--- config.mk ---
export PLATFORM = sky130hd
export DESIGN_NAME = dwx_frontend
export DESIGN_NICKNAME = d
export VERILOG_FILES = /design/src/rtl/dwx_pkg.sv /design/src/rtl/dwx_expand.sv /design/src/rtl/dwx_half_buf.sv /design/src/rtl/dwx_prefix_reg.sv /design/src/rtl/dwx_frontend.sv
export SDC_FILE = /design/constraint.sdc
export NUM_CORES = 1
export LEC_CHECK = 0
export BUFFER_PORTS_ARGS = -buffer_cell sky130_fd_sc_hd__buf_2
export CORE_ASPECT_RATIO = 0.6
export CORE_MARGIN = 8
export CORE_UTILIZATION = 40
export DETAILED_ROUTE_END_ITERATION = 8
export GPL_ROUTABILITY_DRIVEN = 0
export PLACE_DENSITY_LB_ADDON = 0.25
export SYNTH_ARGS = -nofsm -noshare
export SYNTH_HDL_FRONTEND = slang
export SYNTH_SLANG_ARGS = --single-unit
--- constraint.sdc ---
create_clock -name clk_i -period 7.35 [get_ports clk_i]
set_input_delay 1.47 -clock clk_i [delete_from_list [all_inputs] [get_ports clk_i]]
set_output_delay 1.47 -clock clk_i [all_outputs]
set_load 0.02 [all_outputs]
--- src/rtl/dwx_pkg.sv ---
package dwx_pkg;
  localparam int WORD_W = 32;
  localparam int HALF_W = 16;
  localparam int OP_W   = 6;
  localparam int NOP_W  = 7;
  localparam int REG_W  = 5;
  localparam int NREG_W = 3;
  localparam int EXT_W  = 8;
  localparam int IMM_W  = EXT_W + NREG_W;

  typedef enum logic [1:0] {K_ISSUE, K_DROP, K_MODE, K_PREFIX} half_kind_e;

  // narrow opcodes
  localparam logic [NOP_W-1:0] X_NOP    = 7'h00;
  localparam logic [NOP_W-1:0] X_ADD    = 7'h01;
  localparam logic [NOP_W-1:0] X_SUB    = 7'h02;
  localparam logic [NOP_W-1:0] X_AND    = 7'h03;
  localparam logic [NOP_W-1:0] X_OR     = 7'h04;
  localparam logic [NOP_W-1:0] X_ADDI   = 7'h05;
  localparam logic [NOP_W-1:0] X_ADD2   = 7'h06;
  localparam logic [NOP_W-1:0] X_INC4   = 7'h07;
  localparam logic [NOP_W-1:0] X_LOAD   = 7'h08;
  localparam logic [NOP_W-1:0] X_MOVE0  = 7'h60;
  localparam logic [NOP_W-1:0] X_MOVE1  = 7'h61;
  localparam logic [NOP_W-1:0] X_PREFIX = 7'h7E;
  localparam logic [NOP_W-1:0] X_MODE   = 7'h7F;

  // normal opcodes
  localparam logic [OP_W-1:0] N_ADD  = 6'h01;
  localparam logic [OP_W-1:0] N_ADDI = 6'h08;
  localparam logic [OP_W-1:0] N_LOAD = 6'h10;
  localparam logic [OP_W-1:0] N_MODE = 6'h3F;
endpackage

--- src/rtl/dwx_expand.sv ---
module dwx_expand
  import dwx_pkg::*;
(
  input  logic [HALF_W-1:0] half_i,
  input  logic              ext_valid_i,
  input  logic [EXT_W-1:0]  ext_i,
  output half_kind_e        kind_o,
  output logic [WORD_W-1:0] instr_o,
  output logic              illegal_o
);
  localparam int PAD_W = REG_W - NREG_W;

  logic [NOP_W-1:0] op;
  logic [REG_W-1:0] rd, ra, rb;
  logic [IMM_W-1:0] imm;

  assign op  = half_i[HALF_W-1 -: NOP_W];
  assign rd  = {{PAD_W{1'b0}}, half_i[3*NREG_W-1 -: NREG_W]};
  assign ra  = {{PAD_W{1'b0}}, half_i[2*NREG_W-1 -: NREG_W]};
  assign rb  = {{PAD_W{1'b0}}, half_i[NREG_W-1:0]};
  assign imm = ext_valid_i ? {ext_i, half_i[NREG_W-1:0]}
                           : {{EXT_W{1'b0}}, half_i[NREG_W-1:0]};

  always_comb begin
    kind_o    = K_ISSUE;
    illegal_o = 1'b0;
    instr_o   = '0;
    case (op)
      X_NOP:    kind_o = K_DROP;
      X_MODE:   kind_o = K_MODE;
      X_PREFIX: kind_o = K_PREFIX;
      X_ADD, X_SUB, X_AND, X_OR:
        instr_o = {op[OP_W-1:0], rd, ra, rb, {IMM_W{1'b0}}};
      X_ADDI:   instr_o = {N_ADDI, rd, ra, {REG_W{1'b0}}, imm};
      X_LOAD:   instr_o = {N_LOAD, rd, ra, {REG_W{1'b0}}, imm};
      X_ADD2:   instr_o = {N_ADD, rd, rd, ra, {IMM_W{1'b0}}};
      X_INC4:   instr_o = {N_ADDI, rd, rd, {REG_W{1'b0}}, IMM_W'(4)};
      X_MOVE0, X_MOVE1:
        instr_o = {N_ADD, half_i[2*REG_W-1 -: REG_W], half_i[REG_W-1:0],
                   {REG_W{1'b0}}, {IMM_W{1'b0}}};
      default:  illegal_o = 1'b1;
    endcase
  end
endmodule

--- src/rtl/dwx_half_buf.sv ---
module dwx_half_buf #(
  parameter int W = 16
) (
  input  logic         clk_i,
  input  logic         rst_ni,
  input  logic         clr_i,
  input  logic         load_i,
  input  logic [W-1:0] data_i,
  output logic         valid_o,
  output logic [W-1:0] data_o
);
  always_ff @(posedge clk_i or negedge rst_ni) begin
    if (!rst_ni) begin
      valid_o <= 1'b0;
      data_o  <= '0;
    end else if (clr_i) begin
      valid_o <= 1'b0;
    end else if (load_i) begin
      valid_o <= 1'b1;
      data_o  <= data_i;
    end
  end
endmodule

--- src/rtl/dwx_prefix_reg.sv ---
module dwx_prefix_reg #(
  parameter int W = 8
) (
  input  logic         clk_i,
  input  logic         rst_ni,
  input  logic         clr_i,
  input  logic         set_i,
  input  logic [W-1:0] bits_i,
  output logic         valid_o,
  output logic [W-1:0] bits_o
);
  always_ff @(posedge clk_i or negedge rst_ni) begin
    if (!rst_ni) begin
      valid_o <= 1'b0;
      bits_o  <= '0;
    end else if (clr_i) begin
      valid_o <= 1'b0;
    end else if (set_i) begin
      valid_o <= 1'b1;
      bits_o  <= bits_i;
    end
  end
endmodule

--- src/rtl/dwx_frontend.sv ---
module dwx_frontend
  import dwx_pkg::*;
(
  input  logic              clk_i,
  input  logic              rst_ni,
  input  logic [WORD_W-1:0] fetch_word_i,
  input  logic              fetch_valid_i,
  output logic              fetch_ready_o,
  input  logic              flush_i,
  input  logic              flush_mode_i,
  output logic [WORD_W-1:0] out_instr_o,
  output logic              out_valid_o,
  output logic              out_illegal_o,
  input  logic              out_ready_i
);
  logic              mode_q;
  logic              hold_valid;
  logic [HALF_W-1:0] hold_half;
  logic              ext_valid;
  logic [EXT_W-1:0]  ext_bits;
  logic [HALF_W-1:0] narrow_src;
  half_kind_e        kind;
  logic [WORD_W-1:0] exp_instr;
  logic              exp_illegal;
  logic              norm_path, norm_mc, item, adv;
  logic              hold_load, hold_clr, ext_set, ext_clr;

  assign narrow_src = hold_valid ? hold_half : fetch_word_i[HALF_W-1:0];

  dwx_expand u_expand (
    .half_i      (narrow_src),
    .ext_valid_i (ext_valid),
    .ext_i       (ext_bits),
    .kind_o      (kind),
    .instr_o     (exp_instr),
    .illegal_o   (exp_illegal)
  );

  assign norm_path = !mode_q && !hold_valid;
  assign norm_mc   = fetch_word_i[WORD_W-1 -: OP_W] == N_MODE;
  assign item      = hold_valid || fetch_valid_i;
  assign adv       = item && out_ready_i && !flush_i;

  assign fetch_ready_o = out_ready_i && !flush_i && !hold_valid;
  assign out_valid_o   = item && !flush_i && (norm_path ? !norm_mc : (kind == K_ISSUE));
  assign out_instr_o   = norm_path ? fetch_word_i : exp_instr;
  assign out_illegal_o = out_valid_o && !norm_path && exp_illegal;

  assign hold_load = adv && mode_q && !hold_valid && (kind != K_MODE);
  assign hold_clr  = flush_i || (adv && hold_valid);
  assign ext_set   = adv && !norm_path && (kind == K_PREFIX);
  assign ext_clr   = flush_i || (adv && !norm_path && (kind == K_ISSUE || kind == K_MODE));

  dwx_half_buf #(.W(HALF_W)) u_half_buf (
    .clk_i   (clk_i),
    .rst_ni  (rst_ni),
    .clr_i   (hold_clr),
    .load_i  (hold_load),
    .data_i  (fetch_word_i[WORD_W-1:HALF_W]),
    .valid_o (hold_valid),
    .data_o  (hold_half)
  );

  dwx_prefix_reg #(.W(EXT_W)) u_prefix (
    .clk_i   (clk_i),
    .rst_ni  (rst_ni),
    .clr_i   (ext_clr),
    .set_i   (ext_set),
    .bits_i  (narrow_src[EXT_W-1:0]),
    .valid_o (ext_valid),
    .bits_o  (ext_bits)
  );

  always_ff @(posedge clk_i or negedge rst_ni) begin
    if (!rst_ni)                               mode_q <= 1'b0;
    else if (flush_i)                          mode_q <= flush_mode_i;
    else if (adv && norm_path && norm_mc)      mode_q <= 1'b1;
    else if (adv && !norm_path && kind == K_MODE) mode_q <= 1'b0;
  end

  p_hold_load_r2: assert property (@(posedge clk_i) disable iff (!rst_ni)
    (fetch_valid_i && fetch_ready_o && mode_q && kind != K_MODE) |=> hold_valid);
  p_hold_drain_r2: assert property (@(posedge clk_i) disable iff (!rst_ni)
    (hold_valid && out_ready_i && !flush_i) |=> !hold_valid);
  p_enter_narrow_r3: assert property (@(posedge clk_i) disable iff (!rst_ni)
    (fetch_valid_i && fetch_ready_o && !mode_q && norm_mc) |=> mode_q);
  p_low_mode_drop_r11: assert property (@(posedge clk_i) disable iff (!rst_ni)
    (fetch_valid_i && fetch_ready_o && mode_q && kind == K_MODE) |=> (!mode_q && !hold_valid));
  p_illegal_zero_r10: assert property (@(posedge clk_i) disable iff (!rst_ni)
    out_illegal_o |-> (out_valid_o && out_instr_o == '0));
  p_flush_clear_r13: assert property (@(posedge clk_i) disable iff (!rst_ni)
    flush_i |=> (!hold_valid && !ext_valid && mode_q == $past(flush_mode_i)));
  p_stall_keep_r14: assert property (@(posedge clk_i) disable iff (!rst_ni)
    (!out_ready_i && !flush_i) |=> ($stable(hold_valid) && $stable(hold_half)
                                   && $stable(ext_valid) && $stable(ext_bits) && $stable(mode_q)));
endmodule

Yosys cells after proc, flatten, opt, wreduce, memory -nomap -nowiden
Index checks and enable logic that the tools add are counted.
{ "classes": {"eq_ne": 16, "bitwise_logic": 2, "reduce_logical": 38, "n_mux": 14} }
{ "op_table": {"columns": ["op", "n"], "rows": [
  ["32-bit case mux with 6 select lines", 1],
  ["32-bit two-way mux", 1],
  ["7-bit by 3-bit equality test with 1-bit output (second input constant)", 4],
  ["7-bit equality test (second input constant)", 4],
  ["1-bit logical AND", 19],
  ["16-bit two-way mux", 1],
  ["7-bit by 2-bit equality test with 1-bit output (second input constant)", 2],
  ["13-bit OR reduction", 1],
  ["11-bit two-way mux", 1],
  ["1-bit two-way mux", 9],
  ["7-bit by 1-bit equality test with 1-bit output (second input constant)", 1],
  ["7-bit by 4-bit equality test with 1-bit output (second input constant)", 1],
  ["7-bit logical NOT", 1],
  ["6-bit equality test (second input constant)", 1],
  ["2-bit case mux with 3 select lines", 1],
  ["1-bit logical NOT", 5],
  ["2-bit equality test (second input constant)", 2],
  ["1-bit logical OR", 4],
  ["2-bit AND reduction", 2],
  ["2-bit nonzero test", 2],
  ["4-bit OR reduction", 1],
  ["3-bit nonzero test", 1],
  ["2-bit logical NOT", 1],
  ["2-bit != test (second input constant)", 1],
  ["2 further kinds", 3]
]} }
{ "word_totals": {"reg_bits": 27, "in_bits": 38, "out_inout_bits": 35, "elab_cells": 75} }

Longest topological paths before layout
Gate-level depths: netlist of the first run.
{ "depth": {"ltp_word": 9, "ltp_mapped": 8, "ltp_nobuf": 5} }

Hierarchy
Synthesis of the first run repeated with hierarchy kept, for this count alone.
{ "hier_totals": {"hier_cells": 219, "hier_area_um2": 2383.5} }
{ "modules_own_cells": {"columns": ["mod", "area_per_inst_um2", "n_inst", "cells_per_inst", "seq_area_each_um2"], "rows": [
  ["dwx_frontend", 769.5, 1, 80, 25.0],
  ["dwx_half_buf", 695.7, 1, 38, 425.4],
  ["dwx_expand", 540.5, 1, 80, 0.0],
  ["dwx_prefix_reg", 377.9, 1, 21, 225.2]
]} }

Worst setup path before layout of the first run
OpenSTA, ideal clock, no wires.
{ "synth_timing": {"kind": "input to output", "startpoint": "input fetch_word_i[13]", "endpoint": "output out_instr_o[30]", "stages": 5, "required_ns": 5.880, "n_path_buf": 0, "arrival_time_ns": 3.198, "path_slack_ns": 2.682, "cell_sequence": "nor4_1 nor2_1 a31oi_1 o32ai_2 o41ai_1"} }
{ "synth_via": {"elab_chain_cells": 5, "elab_cells_between_ends": 15, "classes_between": "eq/ne: 10; mux: 3; reduce/logical: 2"} }
{ "synth_lines": {"columns": ["item", "line", "rtl"], "rows": [
  ["from (decl)", "dwx_frontend.sv:6", "input logic [WORD_W-1:0] fetch_word_i,"],
  ["16-bit two-way mux (*)", "dwx_frontend.sv:28", "assign narrow_src = hold_valid ? hold_half : fetch_word_i[HALF_W-1:0];"],
  ["7-bit by 1-bit equality test with 1-bit output (tied with other cells)", "dwx_expand.sv:28", "case (op)"],
  ["4-bit OR reduction / 2-bit OR reduction (equally long branches)", null, null],
  ["32-bit case mux with 6 select lines (*)", "dwx_expand.sv:28", null],
  ["32-bit two-way mux (*)", "dwx_frontend.sv:46", "assign out_instr_o = norm_path ? fetch_word_i : exp_instr;"],
  ["to (decl)", "dwx_frontend.sv:11", "output logic [WORD_W-1:0] out_instr_o,"]
]} }
Every way passes the cells marked *; elsewhere a longest branch is shown, timed or not.

Worst setup path in the final report of the first run
{ "layout_timing": {"startpoint": "input fetch_word_i[13]", "endpoint": "output out_instr_o[16]"} }
Same word-level chain as after synthesis.

==> results of run 1 <==
## layout by cell type, fill, tap and decap left out, types with 3 or more instances in the layout
cell	Yosys	routed
inv_1	3	3
mux2_2	27	27
clkbuf_8	0	3
a22o_1	11	11
mux2i_1	4	4
mux2_4	9	9
and2_1	5	5
o21ai_0	17	17
a21oi_1	4	4
dfrtp_1	27	27
buf_2	2	72
a222oi_1	3	3
a211oi_1	3	3
a22oi_1	7	7
nor2_1	9	8
nand2_1	27	27
nand3_1	5	5
nor4_1	4	4
## layout make-up
cell class,count,area [µm²]
inverter,3,11.3
clock inverter,1,5.00
tap,66,82.6
fill,489,2540
sequential,27,676
timing repair buffer,74,375
clock buffer,3,41.3
multi-input combinational,166,1290
## kinds of logic (layout without fill, tap and decap cells)
kind of cell | Yosys count | after routing | synth area share
compound gates | 61 | 61 | 0.223
mux | 41 | 41 | 0.237
flops | 27 | 27 | 0.325
buf+inv | 15 | 81 | 0.0530
simple gates | 64 | 64 | 0.162
## metrics by stage
step	hold WS (ps)	instances
5_1_grt	526	340
3_5_place_dp	491	336
4_1_cts	517	340
2_1_floorplan	475	208
6_report	516	340
3_3_place_gp	482	336
## per-layer routing
layer / part of all wire / vias to the layer above / GRT usage
li1: - / 930 / -
met1: 0.52 / 933 / 0.268
met2: 0.37 / 89 / 0.216
met3: 0.10 / 6 / 0.0519
met4: 0.0046 / 0 / 0.0181
met5: 0 / - / 0
## critical path, delay by kind of cell
kind            cells  cell delay (ps)
buf+inv             2              330
compound gates      3             1270
simple gates        2              570
## how the worst min path moves through the flow
stage	depth (start not counted)	startpoint	to	slack (ps)
CTS	1	u_half_buf.data_o[2]$_DFFE_PN0P_	u_half_buf.data_o[2]$_DFFE_PN0P_	520
detailed placement	1	u_half_buf.data_o[2]$_DFFE_PN0P_	u_half_buf.data_o[2]$_DFFE_PN0P_	490
finish	1	u_prefix.bits_o[2]$_DFFE_PN0P_	u_prefix.bits_o[2]$_DFFE_PN0P_	520
floorplan	1	u_half_buf.data_o[0]$_DFFE_PN0P_	u_half_buf.data_o[0]$_DFFE_PN0P_	470
global placement	1	u_half_buf.data_o[5]$_DFFE_PN0P_	u_half_buf.data_o[5]$_DFFE_PN0P_	480
global route	1	u_half_buf.data_o[7]$_DFFE_PN0P_	u_half_buf.data_o[7]$_DFFE_PN0P_	530
## registers in the layout, indices dropped and copies added, names as in the netlist
signal / count
u_prefix.valid_o: 1
mode_q: 1
u_half_buf.valid_o: 1
u_half_buf.data_o: 16
u_prefix.bits_o: 8
## report_power, final
group | switching (µW) | leakage, µW | internal [µW] | total (µW)
combinational | 88.0 | 0.000790 | 72.0 | 160
sequential | 22.0 | 0.000344 | 176 | 198
clock | 49.7 | 0.0000255 | 38.1 | 87.8
==> results.py, run 1 <==
metrics = {
    "grt": {
        "grt_util_all_layers": 0.169,
        "grt_overflow": 0,
        "grt_pass1_wl_um": 10500,
        "grt_max_degree": 43,
        "grt_pass1_vias": 1942,
        "antenna_found_initial": 0,
    },
    "drt": {
        "drt_pass1_iterations": 6,
        "wl_per_cell_um": 19.7,
        "drtIter0Drc": 135,
        "num_vias": 1958,
        "drc": 0,
        "ant_nets": 0,
        "vias_per_cell": 5.76,
        "drt-total-wl_um": 6690,
    },
    "sta": {
        "fin_crit_ps": 5130,
        "hold_violations": 0,
        "rsz0062_at_grt": "false",
        "slew_headroom": 0.415,
        "finalWorstSetupSlack_ps": 2220,
        "slew_viol_final": 0,
        "finalCritPeriodShare": 0.698,
        "tns_ps": 0,
        "finalClockSkew_ps": 12.3,
        "tightest_slew_ps": 878,
        "max_clock_freq_mhz": 195,
        "finalSetupViolCount": 0,
    },
    "critical_path": {
        "slowest_delay_ps": 770,
        "crit_chain": "buf_2, nor4_1, nor2_1, a31oi_1, o32ai_2, o21ai_0, buf_2",
        "critPathSlowestCell": "o32ai_2",
        "reg2reg_depth": 6,
        "timing.rr.end": "u_half_buf.data_o[3]$_DFFE_PN0P_",
        "cp-start-kind": "input pin",
        "crit_path_max_fanout": 11,
        "end_kind": "output pin",
        "regToRegStartpoint": "u_half_buf.valid_o$_DFFE_PN0P_",
        "crit_arrival_ps": 3660,
        "endpoint": "out_instr_o[16]",
        "critPathKind": "input pin to output pin",
        "r2r_slack_ps": 4510,
        "cp.required_ps": 5880,
        "startpoint": "fetch_word_i[13]",
        "cpMostUsedCell": "buf_2",
    },
    "clock_network": {
        "path_clk_slew_ps": 100,
        "postCtsResizedCells": 0,
        "cts_tree": "built",
        "numCtsBuffers": 3,
        "post-cts-setup-buffers": 0,
        "cts_hold_buf": 0,
        "cts_sinks": 27,
        "clk_path_buf_depth": 2,
        "clock_latency_ps": 280,
        "htree_levels": 1,
        "clockRootBuffer": "clkbuf_8",
    },
    "floorplanning": {
        "dieArea_mm2": 0.00783,
        "chipWidth_um": 109,
        "core_mm2": 0.00503,
        "rows": 20,
        "io_pins": 73,
        "start_util": 0.413,
        "die_y_um": 71.8,
    },
    "layout": {
        "diodes": 0,
        "fin_area_mm2": 0.00249,
        "finish.utilization": 0.494,
        "drive_gt1_frac": 0.460,
        "syn2layout_area_growth_pct": 19.6,
        "fin_nets": 313,
    },
    "placed_design": {
        "place_worst_setup_slack_ps": 2270,
        "dpl-instance-area_mm2": 0.00244,
        "io_buffers": 72,
        "hpwlAfterDp_um": 5070,
    },
    "power_and_ir_drop": {
        "ir_worst_vdd_mv": 0.0801,
        "finalPower_uw": 446,
        "power.density_mw_per_mm2": 179,
        "leakagePower_uw": 0.00116,
    },
    "synthesis": {
        "syn_nets": 246,
        "synth_ff_type": "dfrtp_1",
        "ys_types": 49,
        "yosysTopAreaCell": "dfrtp_1",
        "yosys-top-cells-count": "dfrtp_1 (27), mux2_2 (27), nand2_1 (27)",
        "syn-instance-count": 208,
        "ys_ff_latch": 27,
        "synthArstFlopShare": 1.00,
        "synthTopCellsByArea": "dfrtp_1 (33%), mux2_2 (15%), mux2_4 (6.5%)",
        "yosysSeqAreaShare": 0.325,
        "synth_edf_count": 0,
        "yosysWarnings": 0,
        "synth_top_area_frac": 0.325,
        "synth_area_mm2": 0.00208,
        "syn_avg_cell_area_um2": 9.99,
    },
    "worst_hold_path": {
        "min_path_type": "register to register",
    },
    "job": {
        "maxCapViolCount": 0,
    },
    "outcome": {
        "outcome": "complete, no violations",
    },
}
Note: power is estimated with default switching activity, not from simulation.
==> run 2, diff against run 1 <==
==> constraint.sdc (replaced) <==
create_clock -name clk_i -period 5.2 [get_ports clk_i]
set_input_delay 1.04 -clock clk_i [delete_from_list [all_inputs] [get_ports clk_i]]
set_output_delay 1.04 -clock clk_i [all_outputs]
set_load 0.02 [all_outputs]
==> run 2 against run 1 <==
Wire length is 0.73% lower. Global-route usage grew 0.38 points. Total power rose by 42%. Count of clock-buffer cells in the layout increased by 1. Die area is the same. Worst hold slack lost 4.2 ps. Critical path type unchanged. Highest routed layer unchanged.
==> results.py, run 2 (synthesis gave the netlist of run 1 again) <==
metrics = {
    "layout": {
        "n_fill_cell": 503,
        "diodes": 0,
        "largest_reg_flops": 16,
        "reg_top3": "u_half_buf.data_o (16), u_prefix.bits_o (8)",
        "largest-register": "u_half_buf.data_o",
        "seqCellArea_um2": 676,
        "layout_common_cells": "buf_2 (72), mux2_2 (27), nand2_1 (27), dfrtp_1 (27), o21ai_0 (17)",
        "syn2layout_area_growth_pct": 19.6,
        "fin_area_mm2": 0.00248,
        "instances_no_fill": 340,
        "multiInputGateArea_mm2": 0.00129,
        "drive_gt1_frac": 0.456,
        "final_common_cell": "buf_2",
        "fin_nets": 313,
    },
    "clock_network": {
        "clk_path_buf_depth": 2,
        "post-cts-setup-buffers": 0,
        "numCtsBuffers": 3,
        "htree_levels": 1,
        "cts_sinks": 27,
        "path_clk_slew_ps": 90,
        "clockRootBuffer": "clkbuf_8",
        "cts_tree": "built",
        "postCtsResizedCells": 0,
        "cts_hold_buf": 0,
        "clock_latency_ps": 290,
    },
    "sta": {
        "slew_headroom": 0.424,
        "finalCritPeriodShare": 0.810,
        "rsz0062_at_grt": "false",
        "hold_violations": 0,
        "max_clock_freq_mhz": 237,
        "tightest_slew_ps": 863,
        "finalClockSkew_ps": 9.00,
        "fin_crit_ps": 4210,
        "tns_ps": 0,
        "slew_viol_final": 0,
        "whs_ps": 512,
        "finalSetupViolCount": 0,
        "finalWorstSetupSlack_ps": 989,
    },
    "drt": {
        "vias_per_cell": 5.83,
        "num_vias": 1983,
        "drc": 0,
        "wl_per_cell_um": 19.5,
        "drt-total-wl_um": 6640,
        "drtIter0Drc": 184,
        "ant_nets": 0,
        "drt_pass1_iterations": 4,
    },
    "job": {
        "maxCapViolCount": 0,
    },
    "floorplanning": {
        "start_util": 0.413,
        "core_mm2": 0.00503,
        "die_y_um": 71.8,
        "chipWidth_um": 109,
        "io_pins": 73,
        "dieArea_mm2": 0.00783,
        "rows": 20,
    },
    "power_and_ir_drop": {
        "power.density_mw_per_mm2": 255,
        "leakagePower_uw": 0.00116,
        "ir_worst_vdd_mv": 0.0988,
    },
    "critical_path": {
        "end_kind": "output pin",
        "crit_arrival_ps": 3170,
        "cp-start-kind": "input pin",
        "critPathKind": "input pin to output pin",
        "cp.required_ps": 4160,
        "crit_path_max_fanout": 13,
    },
    "grt": {
        "grt_util_all_layers": 0.173,
        "grt_pass1_wl_um": 10700,
        "antenna_found_initial": 0,
        "grt_pass1_vias": 1978,
        "grt_overflow": 0,
        "grt_max_degree": 43,
    },
    "worst_hold_path": {
        "min_path_type": "register to register",
    },
    "placed_design": {
        "place_worst_setup_slack_ps": 1050,
        "dpl-instance-area_mm2": 0.00244,
        "dp.cells": 336,
        "hpwlAfterDp_um": 5090,
        "io_buffers": 72,
    },
    "outcome": {
        "outcome": "complete, no violations",
    },
}
==> run 2: worst paths after layout <==
| kind | start | to | slack, ps | cells after the start |
|---|---|---|---|---|
| max | fetch_word_i[12] | out_instr_o[30] | 990 | 6 |
| min | u_half_buf.data_o[3]$_DFFE_PN0P_ | u_half_buf.data_o[3]$_DFFE_PN0P_ | 510 | 1 |
| max reg2reg | u_half_buf.valid_o$_DFFE_PN0P_ | u_half_buf.data_o[6]$_DFFE_PN0P_ | 2320 | 5 |
| min reg2reg | u_half_buf.data_o[3]$_DFFE_PN0P_ | u_half_buf.data_o[3]$_DFFE_PN0P_ | 510 | 1 |
| max in group asynchronous | rst_ni | u_prefix.bits_o[5]$_DFFE_PN0P_ | 4010 | 1 |
| min in group asynchronous | rst_ni | u_half_buf.data_o[14]$_DFFE_PN0P_ | 760 | 1 |
==> run 2: cell type report <==
| type | instances | area share |
|---|---|---|
| multi-input combinational | 166 | 0.521 |
| clock buffer | 4 | 0.0181 |
| timing repair buffer | 74 | 0.151 |
| sequential | 27 | 0.272 |
| tap | 66 | 0.0332 |
| inverter | 3 | 0.00453 |
==> run 2: worst max-delay path, cell delays in order <==
cell	delay [ps]
buf_2	120
mux2i_1	450
and4_1	610
o32ai_2	330
o41ai_1	390
buf_2	230
==> run 2: where the power goes <==
group | switching [µW] | leakage [µW] | internal [µW] | total [µW]
sequential | 31.3 | 0.000344 | 249 | 281
combinational | 123 | 0.000790 | 102 | 225
clock | 71.8 | 0.0000228 | 55.2 | 127
total | 226 | 0.00116 | 406 | 633
==> run 2: metal layers <==
metal  GRT usage  routed length (µm)  vias up
met5           0                   0        -
met2       0.215                2460       88
met3      0.0528                 699        5
met4      0.0181                  24        0
li1            -                   -      935
met1       0.279                3460      955
==> run 2: per-stage QoR <==
stage	total power (µW)	utilization
finish	633	0.494
global route	670	0.494
CTS	633	0.494
detailed placement	508	0.485
global placement	505	0.485
floorplan	432	-
